`src/rtl/pwm4_pkg.sv`:
```
package pwm4_pkg;

    localparam int ADDR_W = 4;

    // register addresses
    localparam logic [ADDR_W-1:0] RA_CTRL   = 4'd0;
    localparam logic [ADDR_W-1:0] RA_CHCFG  = 4'd1;
    localparam logic [ADDR_W-1:0] RA_PSC    = 4'd2;
    localparam logic [ADDR_W-1:0] RA_RELOAD = 4'd3;
    localparam logic [ADDR_W-1:0] RA_CMP0   = 4'd4;

    // control word bit positions
    localparam int CB_CEN = 0;
    localparam int CB_MOE = 1;
    localparam int CB_UG  = 2;

    typedef struct packed {
        logic moe;
        logic cen;
    } run_ctl_t;

    // level of an edge-aligned, active-high mode-1 output
    function automatic logic mode1_high(input int unsigned cnt, input int unsigned thr);
        return cnt < thr;
    endfunction

endpackage

```
`src/rtl/pwm4_prescaler.sv`:
```
module pwm4_prescaler
    import pwm4_pkg::*;
#(
    parameter int PSC_W = 16
) (
    input  logic             clk,
    input  logic             rst,
    input  logic             run,
    input  logic             psc_wr,
    input  logic [PSC_W-1:0] psc_wdata,
    input  logic             upd_evt,
    input  logic             force_upd,
    output logic             tick
);

    logic [PSC_W-1:0] psc_sh, psc_act, pcnt;

    assign tick = run && !force_upd && (pcnt == psc_act);

    always_ff @(posedge clk) begin
        if (rst) begin
            psc_sh  <= '0;
            psc_act <= '0;
            pcnt    <= '0;
        end else begin
            if (psc_wr)  psc_sh  <= psc_wdata;
            if (upd_evt) psc_act <= psc_sh;
            if (force_upd)  pcnt <= '0;
            else if (run)   pcnt <= tick ? '0 : pcnt + 1'b1;
        end
    end

    // divider phase never runs past the active divide value
    p_phase_bound_r2: assert property (@(posedge clk) disable iff (rst)
        pcnt <= psc_act);

endmodule

```
`src/rtl/pwm4_counter.sv`:
```
module pwm4_counter #(
    parameter int CNT_W = 16
) (
    input  logic             clk,
    input  logic             rst,
    input  logic             tick,
    input  logic             force_upd,
    input  logic             reload_wr,
    input  logic [CNT_W-1:0] wdata,
    output logic [CNT_W-1:0] cnt,
    output logic             upd_evt,
    output logic             upd_pulse
);

    logic [CNT_W-1:0] top_sh, top_act;
    logic             wrap;

    assign wrap    = tick && (cnt == top_act);
    assign upd_evt = force_upd || wrap;

    always_ff @(posedge clk) begin
        if (rst) begin
            top_sh    <= '0;
            top_act   <= '0;
            cnt       <= '0;
            upd_pulse <= 1'b0;
        end else begin
            if (reload_wr) top_sh  <= wdata;
            if (upd_evt)   top_act <= top_sh;
            if (force_upd)  cnt <= '0;
            else if (tick)  cnt <= wrap ? '0 : cnt + 1'b1;
            upd_pulse <= upd_evt;
        end
    end

    p_wrap_zero_r1: assert property (@(posedge clk) disable iff (rst)
        wrap |=> (cnt == '0) && upd_pulse);

    p_within_top_r1: assert property (@(posedge clk) disable iff (rst)
        cnt <= top_act);

    p_hold_idle_r8: assert property (@(posedge clk) disable iff (rst)
        (!tick && !force_upd) |=> $stable(cnt));

endmodule

```
`src/rtl/pwm4_channel.sv`:
```
module pwm4_channel
    import pwm4_pkg::*;
#(
    parameter int CNT_W = 16
) (
    input  logic             clk,
    input  logic             rst,
    input  logic             cmp_wr,
    input  logic [CNT_W-1:0] wdata,
    input  logic             preload,
    input  logic             upd_evt,
    input  logic [CNT_W-1:0] cnt,
    input  logic             drive_en,
    output logic             pwm
);

    logic [CNT_W-1:0] thr_sh, thr_act;

    assign pwm = drive_en && mode1_high(32'(cnt), 32'(thr_act));

    always_ff @(posedge clk) begin
        if (rst) begin
            thr_sh  <= '0;
            thr_act <= '0;
        end else begin
            if (cmp_wr)             thr_sh  <= wdata;
            if (upd_evt)            thr_act <= thr_sh;
            if (cmp_wr && !preload) thr_act <= wdata;
        end
    end

    p_buffered_hold_r4: assert property (@(posedge clk) disable iff (rst)
        (preload && !upd_evt) |=> $stable(thr_act));

    p_zero_low_r6: assert property (@(posedge clk) disable iff (rst)
        (thr_act == '0) |-> !pwm);

endmodule

```
`src/rtl/pwm4_timer.sv`:
```
module pwm4_timer
    import pwm4_pkg::*;
#(
    parameter int CNT_W  = 16,
    parameter int NUM_CH = 4
) (
    input  logic              clk,
    input  logic              rst,
    input  logic              wr_en,
    input  logic [3:0]        wr_addr,
    input  logic [CNT_W-1:0]  wr_data,
    output logic [NUM_CH-1:0] pwm_o,
    output logic [CNT_W-1:0]  count_o,
    output logic              upd_o
);

    run_ctl_t          ctl_q;
    logic [NUM_CH-1:0] ch_en_q, pre_q;
    logic              ctrl_wr, force_upd, tick, upd_evt;

    assign ctrl_wr   = wr_en && (wr_addr == RA_CTRL);
    assign force_upd = ctrl_wr && wr_data[CB_UG];

    always_ff @(posedge clk) begin
        if (rst) begin
            ctl_q   <= '0;
            ch_en_q <= '0;
            pre_q   <= '0;
        end else begin
            if (ctrl_wr) begin
                ctl_q.cen <= wr_data[CB_CEN];
                ctl_q.moe <= wr_data[CB_MOE];
            end
            if (wr_en && wr_addr == RA_CHCFG) begin
                ch_en_q <= wr_data[NUM_CH-1:0];
                pre_q   <= wr_data[2*NUM_CH-1:NUM_CH];
            end
        end
    end

    pwm4_prescaler #(.PSC_W(CNT_W)) u_psc (
        .clk       (clk),
        .rst       (rst),
        .run       (ctl_q.cen),
        .psc_wr    (wr_en && wr_addr == RA_PSC),
        .psc_wdata (wr_data),
        .upd_evt   (upd_evt),
        .force_upd (force_upd),
        .tick      (tick)
    );

    pwm4_counter #(.CNT_W(CNT_W)) u_cnt (
        .clk       (clk),
        .rst       (rst),
        .tick      (tick),
        .force_upd (force_upd),
        .reload_wr (wr_en && wr_addr == RA_RELOAD),
        .wdata     (wr_data),
        .cnt       (count_o),
        .upd_evt   (upd_evt),
        .upd_pulse (upd_o)
    );

    for (genvar g = 0; g < NUM_CH; g++) begin : g_ch
        pwm4_channel #(.CNT_W(CNT_W)) u_ch (
            .clk      (clk),
            .rst      (rst),
            .cmp_wr   (wr_en && wr_addr == ADDR_W'(RA_CMP0 + g)),
            .wdata    (wr_data),
            .preload  (pre_q[g]),
            .upd_evt  (upd_evt),
            .cnt      (count_o),
            .drive_en (ctl_q.moe && ch_en_q[g]),
            .pwm      (pwm_o[g])
        );
    end

    p_strobe_restart_r5: assert property (@(posedge clk) disable iff (rst)
        force_upd |=> (count_o == '0) && upd_o);

    p_gate_low_r7: assert property (@(posedge clk) disable iff (rst)
        !ctl_q.moe |-> (pwm_o == '0));

endmodule

```
`config.mk`:
```
export PLATFORM = sky130hd
export DESIGN_NAME = pwm4_timer
export DESIGN_NICKNAME = d
export VERILOG_FILES = /design/src/rtl/pwm4_pkg.sv /design/src/rtl/pwm4_prescaler.sv /design/src/rtl/pwm4_counter.sv /design/src/rtl/pwm4_channel.sv /design/src/rtl/pwm4_timer.sv
export SDC_FILE = /design/constraint.sdc
export NUM_CORES = 1
export LEC_CHECK = 0
export ABC_AREA = 1
export BUFFER_PORTS_ARGS = -buffer_cell sky130_fd_sc_hd__buf_4
export CAP_MARGIN = 20
export CORE_MARGIN = 8
export CORE_UTILIZATION = 50
export CTS_CLUSTER_SIZE = 25
export DETAILED_ROUTE_END_ITERATION = 10
export GPL_ROUTABILITY_DRIVEN = 0
export PLACE_DENSITY = 0.67
export SLEW_MARGIN = 5
export SYNTH_ARGS = -nofsm -noshare
export SYNTH_HDL_FRONTEND = slang
export SYNTH_HIERARCHICAL = 1
export SYNTH_SLANG_ARGS = --single-unit
```
`constraint.sdc`:
```
create_clock -name clk -period 4.63 [get_ports clk]
set_input_delay 0.926 -clock clk [delete_from_list [all_inputs] [get_ports clk]]
set_output_delay 0.926 -clock clk [all_outputs]
set_load 0.02 [all_outputs]
```
==> metrics.txt, run 1 <==
outcome completed; DRT antenna net count 0; Critical-path top delay cell inv_1; CTS Hold Bufs 0; Hold Vio Cnt, Final 0; most frequent cells in the layout nand2_1 (341), dfxtp_1 (235), nor2_1 (183); worst path cell trace buf_4 -> nor2_2 -> nand3_1 -> nor2_1 -> buf_4 -> inv_1 -> nand3_1 -> nor3_1 -> nand3_1 -> inv_1 -> inv_2 -> a21oi_1 -> nand3_1 -> nor2_2 -> nand3_2 -> nand2_4 -> inv_1 -> o21ai_0 -> a21oi_1; io pins 44; shortest period the worst path allows 3520 ps; Tcrit/Tclk final 0.760; core area 24200 um^2; Antenna diodes 0; Congestion Overflow GR 0; per-cell routed wire length 16.6 um; HPWL Detailed 22600 um; I/O Buffers 43; leakage 0.00570 uW; clock insertion delay at the later pin of the skew report 540 ps; RSZ-0062 raised after global routing no; Worst path max stage delay 430 ps; Sink Count 235; Layout area overhead 10.3%; Vias 10700; vias in the first global route 10100; mean post-synth cell area 7.31 um^2; commonest non-fill, non-tap cell in the layout nand2_1; first-pass GRT wire length 53100 um; first-pass iteration count of the detailed router 5; H-tree Lvls 1; worst min path class reg -> reg; # setup viols final 0; final net count 1773; Post-synth EDFFs 0; CTS resizes 0; Fin Setup TNS 0 ps; FF-to-FF path depth 17; post-synthesis cell type count 39; final worst slack 1110 ps; Worst Skew 12.0 ps; VDD IR max 263 uV; row cnt 57; fmax 284 MHz; Initial Utilization 0.506; Iter 0 DRT Violations 809; grt met2 use 0.377; worst-path maximum fanout 31; root buffer selected by CTS clkbuf_16; max_cap viols 0; largest net degree at the start of global routing 73; CP top delay family simple AND/OR/NAND/NOR gates; die width 172 um; share of cells above drive strength 1 0.147; critical path's most frequent cell nand3_1; CP Class in -> reg; GR peak layer met2; Worst-path clk slew 60 ps; CTS tree built; M1 GR Usage 0.289; Power per Cell Area 323 nW/um^2; Fillers 2289; setup slack after placement 593 ps; number of synthesized register bits 235; Bufs and invs on worst path 6; Levels on crit path 19; Syn Nets 1759; met3 Use GR 0.0317; hold depth 2; DRC 0; Post-Syn Instances 1674; relative slew slack 0.360; Seq/Total Area, Yosys 0.385; initial antenna violation count 0; Slew @ Worst Pin 959 ps; CTS max path bufs 3; Primary FF master, synth dfxtp_1; CP endpoint kind register; total CTS buffers 26; Cell Area, Synth 12200 um^2; Required @ worst endpoint 5010 ps; Worst EP arrival 3900 ps; async set or reset register ratio after synthesis 0; fin. max-slew vios 0; gr usage total 0.226; Die Ht 172 um; synth warn 6; Die Area 29700 um^2; routed wire length 33700 um; Startpoint Class primary input; # Post-CTS Setup Buffers 0; Via density 5.30
==> sequential cells by signal (all words and copies together) (netlist names), 16 cells and up <==
register and cells:
u_psc/psc_sh 16, u_cnt/cnt 16, u_cnt/top_sh 16, u_psc/pcnt 16, g_ch.u_ch/thr_sh 64, u_cnt/top_act 16, g_ch.u_ch/thr_act 64, u_psc/psc_act 16
==> final timing paths <==
check	from	slack, ps	endpoint
max	wr_addr[1]	1110	u_psc/psc_act[10]
min	g_ch[1].u_ch/thr_sh[7]	460	g_ch[1].u_ch/thr_sh[7]
max reg2reg	u_psc/pcnt[2]	1240	u_psc/psc_act[10]
min reg2reg	g_ch[1].u_ch/thr_sh[7]	460	g_ch[1].u_ch/thr_sh[7]
==> worst reg2reg max path: cells and delay by family (launching register included) <==
family / cells / cell delay (ps)
DFF: 1 / 430
buffers and inverters: 4 / 980
AOI/OAI and AO/OA: 3 / 500
and+or+nand+nor: 10 / 1310
==> per-stage QoR <==
| stage | instances | util | hold slack (ps) | cell area, um^2 | total power [uW] |
|---|---|---|---|---|---|
| after floorplan | 1674 | - | 440 | 12200 | 2320 |
| after global placement | 1984 | 0.525 | 449 | 12700 | 2420 |
| after detailed placement | 1984 | 0.525 | 456 | 12700 | 2420 |
| after CTS | 2027 | 0.558 | 461 | 13500 | 4380 |
| after global routing | 2027 | 0.558 | 482 | 13500 | 4520 |
| final | 2027 | 0.558 | 459 | 13500 | 4360 |
==> synth_stat cells, types with 10 or more instances <==
library cell	number	area share
inv_2	18	0.0055
buf_2	27	0.011
nor3_1	28	0.011
a21oi_1	153	0.063
o21ai_1	28	0.011
nor3_2	40	0.033
a211oi_2	12	0.012
nor2_4	10	0.0092
nand4_1	22	0.011
nand2_1	341	0.10
dfxtp_1	235	0.38
inv_1	182	0.056
a211oi_1	13	0.0080
nand3_1	55	0.023
buf_6	10	0.0092
xor2_1	20	0.014
clkbuf_1	30	0.0092
nor2_2	60	0.031
nor2_1	183	0.056
o21ai_0	99	0.041
ha_1	62	0.063
==> cell type report <==
cell class,count,area (um^2),area share
multi-input combinational,1168,6390,0.474
sequential,235,4700,0.349
clock buffer,40,785,0.0582
inverter,201,754,0.0559
timing repair buffer,56,433,0.0321
tap,324,405,0.0301
clock inverter,3,17.5,0.00130
==> power breakdown <==
group / switching, uW / leakage (uW) / internal, uW / total, uW
Combinational: 220 / 0.00341 / 84.1 / 304
Clock: 824 / 0.000392 / 1150 / 1980
Sequential: 18.1 / 0.00190 / 2060 / 2080
Total: 1060 / 0.00570 / 3290 / 4360
==> logic make-up after synthesis <==
| logic type | synth area share |
|---|---|
| AOI/OAI and AO/OA | 0.139 |
| DFF | 0.385 |
| adders and majority gates | 0.0634 |
| and+or+nand+nor | 0.300 |
| xor gates and xnor gates | 0.0193 |
| buffers and inverters | 0.0935 |
==> per-layer routing <==
layer | routed length [um] | share of wire | up-vias
met5 | 0 | 0 | -
met4 | 1190 | 0.035 | 0
met3 | 2100 | 0.062 | 74
met2 | 15600 | 0.46 | 263
met1 | 14800 | 0.44 | 4989
li1 | - | - | 5422
(Power assumes the default switching activity.)
==> run 2, diff against run 1 <==
==> constraint.sdc (replaced) <==
create_clock -name clk -period 3.25 [get_ports clk]
set_input_delay 0.65 -clock clk [delete_from_list [all_inputs] [get_ports clk]]
set_output_delay 0.65 -clock clk [all_outputs]
set_load 0.02 [all_outputs]
==> run 2 against run 1 <==
Effect of this change:
- first-iteration DRC count stayed put
- clock skew is 14 ps higher
- final cell count is 0.69% higher
- die area stayed put
- critical endpoint is now pwm_o[3]
==> metrics.txt, run 2 (synthesis gave the netlist of run 1 again) <==
outcome completed; RR Startpoint u_psc/pcnt[2]; DRT antenna net count 0; Initial Utilization 0.506; Worst path max stage delay 670 ps; CP top delay family flip-flops; shortest period the worst path allows 3080 ps; first-pass iteration count of the detailed router 5; Via density 5.29; CTS Hold Bufs 0; worst min path class reg -> reg; CP endpoint kind output port; Required @ worst endpoint 2600 ps; CP Class reg -> out; crit path to pwm_o[3]; Hold Crit Start g_ch[3].u_ch/thr_sh[5]; gr usage total 0.223; CTS tree built; commonest non-fill, non-tap cell in the layout nand2_1; routed wire length 33200 um; dpl cell area 12800 um^2; RSZ-0062 raised after global routing no; first-pass GRT wire length 52900 um; largest net degree at the start of global routing 119; Critical-path top delay cell dfxtp_1; FF-to-FF path depth 18; Worst EP arrival 2430 ps; clock insertion delay at the later pin of the skew report 540 ps; initial antenna violation count 0; Antenna diodes 0; relative slew slack 0.490; Top Registers g_ch.u_ch/thr_act x64, g_ch.u_ch/thr_sh x64; Die Ht 172 um; DRC 0; io pins 44; final net count 1784; worst-path maximum fanout 8; Congestion Overflow GR 0; Fillers 2287; total CTS buffers 26; most frequent cells in the layout nand2_1 (341), dfxtp_1 (232), nor2_1 (183); Worst Skew 26.0 ps; VDD IR max 477 uV; fmax 325 MHz; Worst R2R End g_ch[2].u_ch/thr_act[5]; Hold Vio Cnt, Final 0; CTS max path bufs 3; vias in the first global route 10200; Vias 10800; Fin Setup TNS 0 ps; Sink Count 235; Worst-path clk slew 60 ps; fin. max-slew vios 0; Power per Cell Area 467 nW/um^2; Layout area overhead 11.8%; Util after Layout 0.566; HPWL Detailed 22700 um; share of cells above drive strength 1 0.156; max_cap viols 0; worst path cell trace ha_1 -> a21o_1 -> a31oi_1 -> nand2_1 -> a21oi_1 -> buf_4; Crit. Startpoint u_cnt/cnt[13]; per-cell routed wire length 16.3 um; Die Area 29700 um^2; row cnt 57; Bufs and invs on worst path 1; Startpoint Class register; Slew @ Worst Pin 764 ps; core area 24200 um^2; H-tree Lvls 1; hold_ws 462 ps; I/O Buffers 43; root buffer selected by CTS clkbuf_16; # setup viols final 0; leakage 0.00581 uW; die width 172 um; Iter 0 DRT Violations 809; Finished Cell Area 13700 um^2; r2r setup slk 520 ps; Tcrit/Tclk final 0.947; Levels on crit path 6
## run 2: how the worst min path moves through the flow
| stage | slack, ps | end | cells after the start |
|---|---|---|---|
| final | 460 | g_ch[3].u_ch/thr_sh[5] | 2 |
| after global routing | 450 | u_cnt/top_sh[1] | 3 |
| after CTS | 450 | g_ch[1].u_ch/thr_sh[14] | 3 |
| after detailed placement | 450 | u_cnt/top_act[13] | 2 |
| after global placement | 450 | u_cnt/top_act[11] | 2 |
| after floorplan | 440 | u_cnt/top_act[4] | 2 |
## run 2: what timing repair did
| item | 4_1_cts | 5_1_grt |
|---|---|---|
| buffers inserted | 0 | 0 |
| resized for setup | 0 | 3 |
| endpoints found under the setup margin | 0 | 1 |
## run 2: stage by stage
step	setup slack, ps	cells	total power, uW
floorplan	337	1674	3300
global placement	278	1995	3450
detailed placement	169	1995	3450
CTS	154	2041	6430
global route	50.4	2041	6610
finish	173	2041	6380
## run 2: tightest hold or removal path: stages, from the launching register on
cell,delay [ps]
dfxtp_1,310
nand2_1,60
a21oi_1,50
## run 2: metal layers
metal,routed length (um),global-route usage,vias to the layer above
met1,14900,0.286,5013
met3,1860,0.0329,71
met2,15500,0.379,268
li1,-,-,5447
met4,986,0.0697,0
met5,0,0,-
## run 2: final cells by class
cell class,count,area [um^2],share of cell area
multi-input combinational,1168,6390,0.467
tap,324,405,0.0296
clock inverter,7,85.1,0.00622
timing repair buffer,67,553,0.0404
inverter,201,754,0.0552
clock buffer,39,781,0.0571
sequential,235,4710,0.344
## run 2: power by group
group          switching (uW)  internal, uW  total (uW)
clock network            1180          1800        2990
logic                     311           127         438
registers                24.5          2930        2960
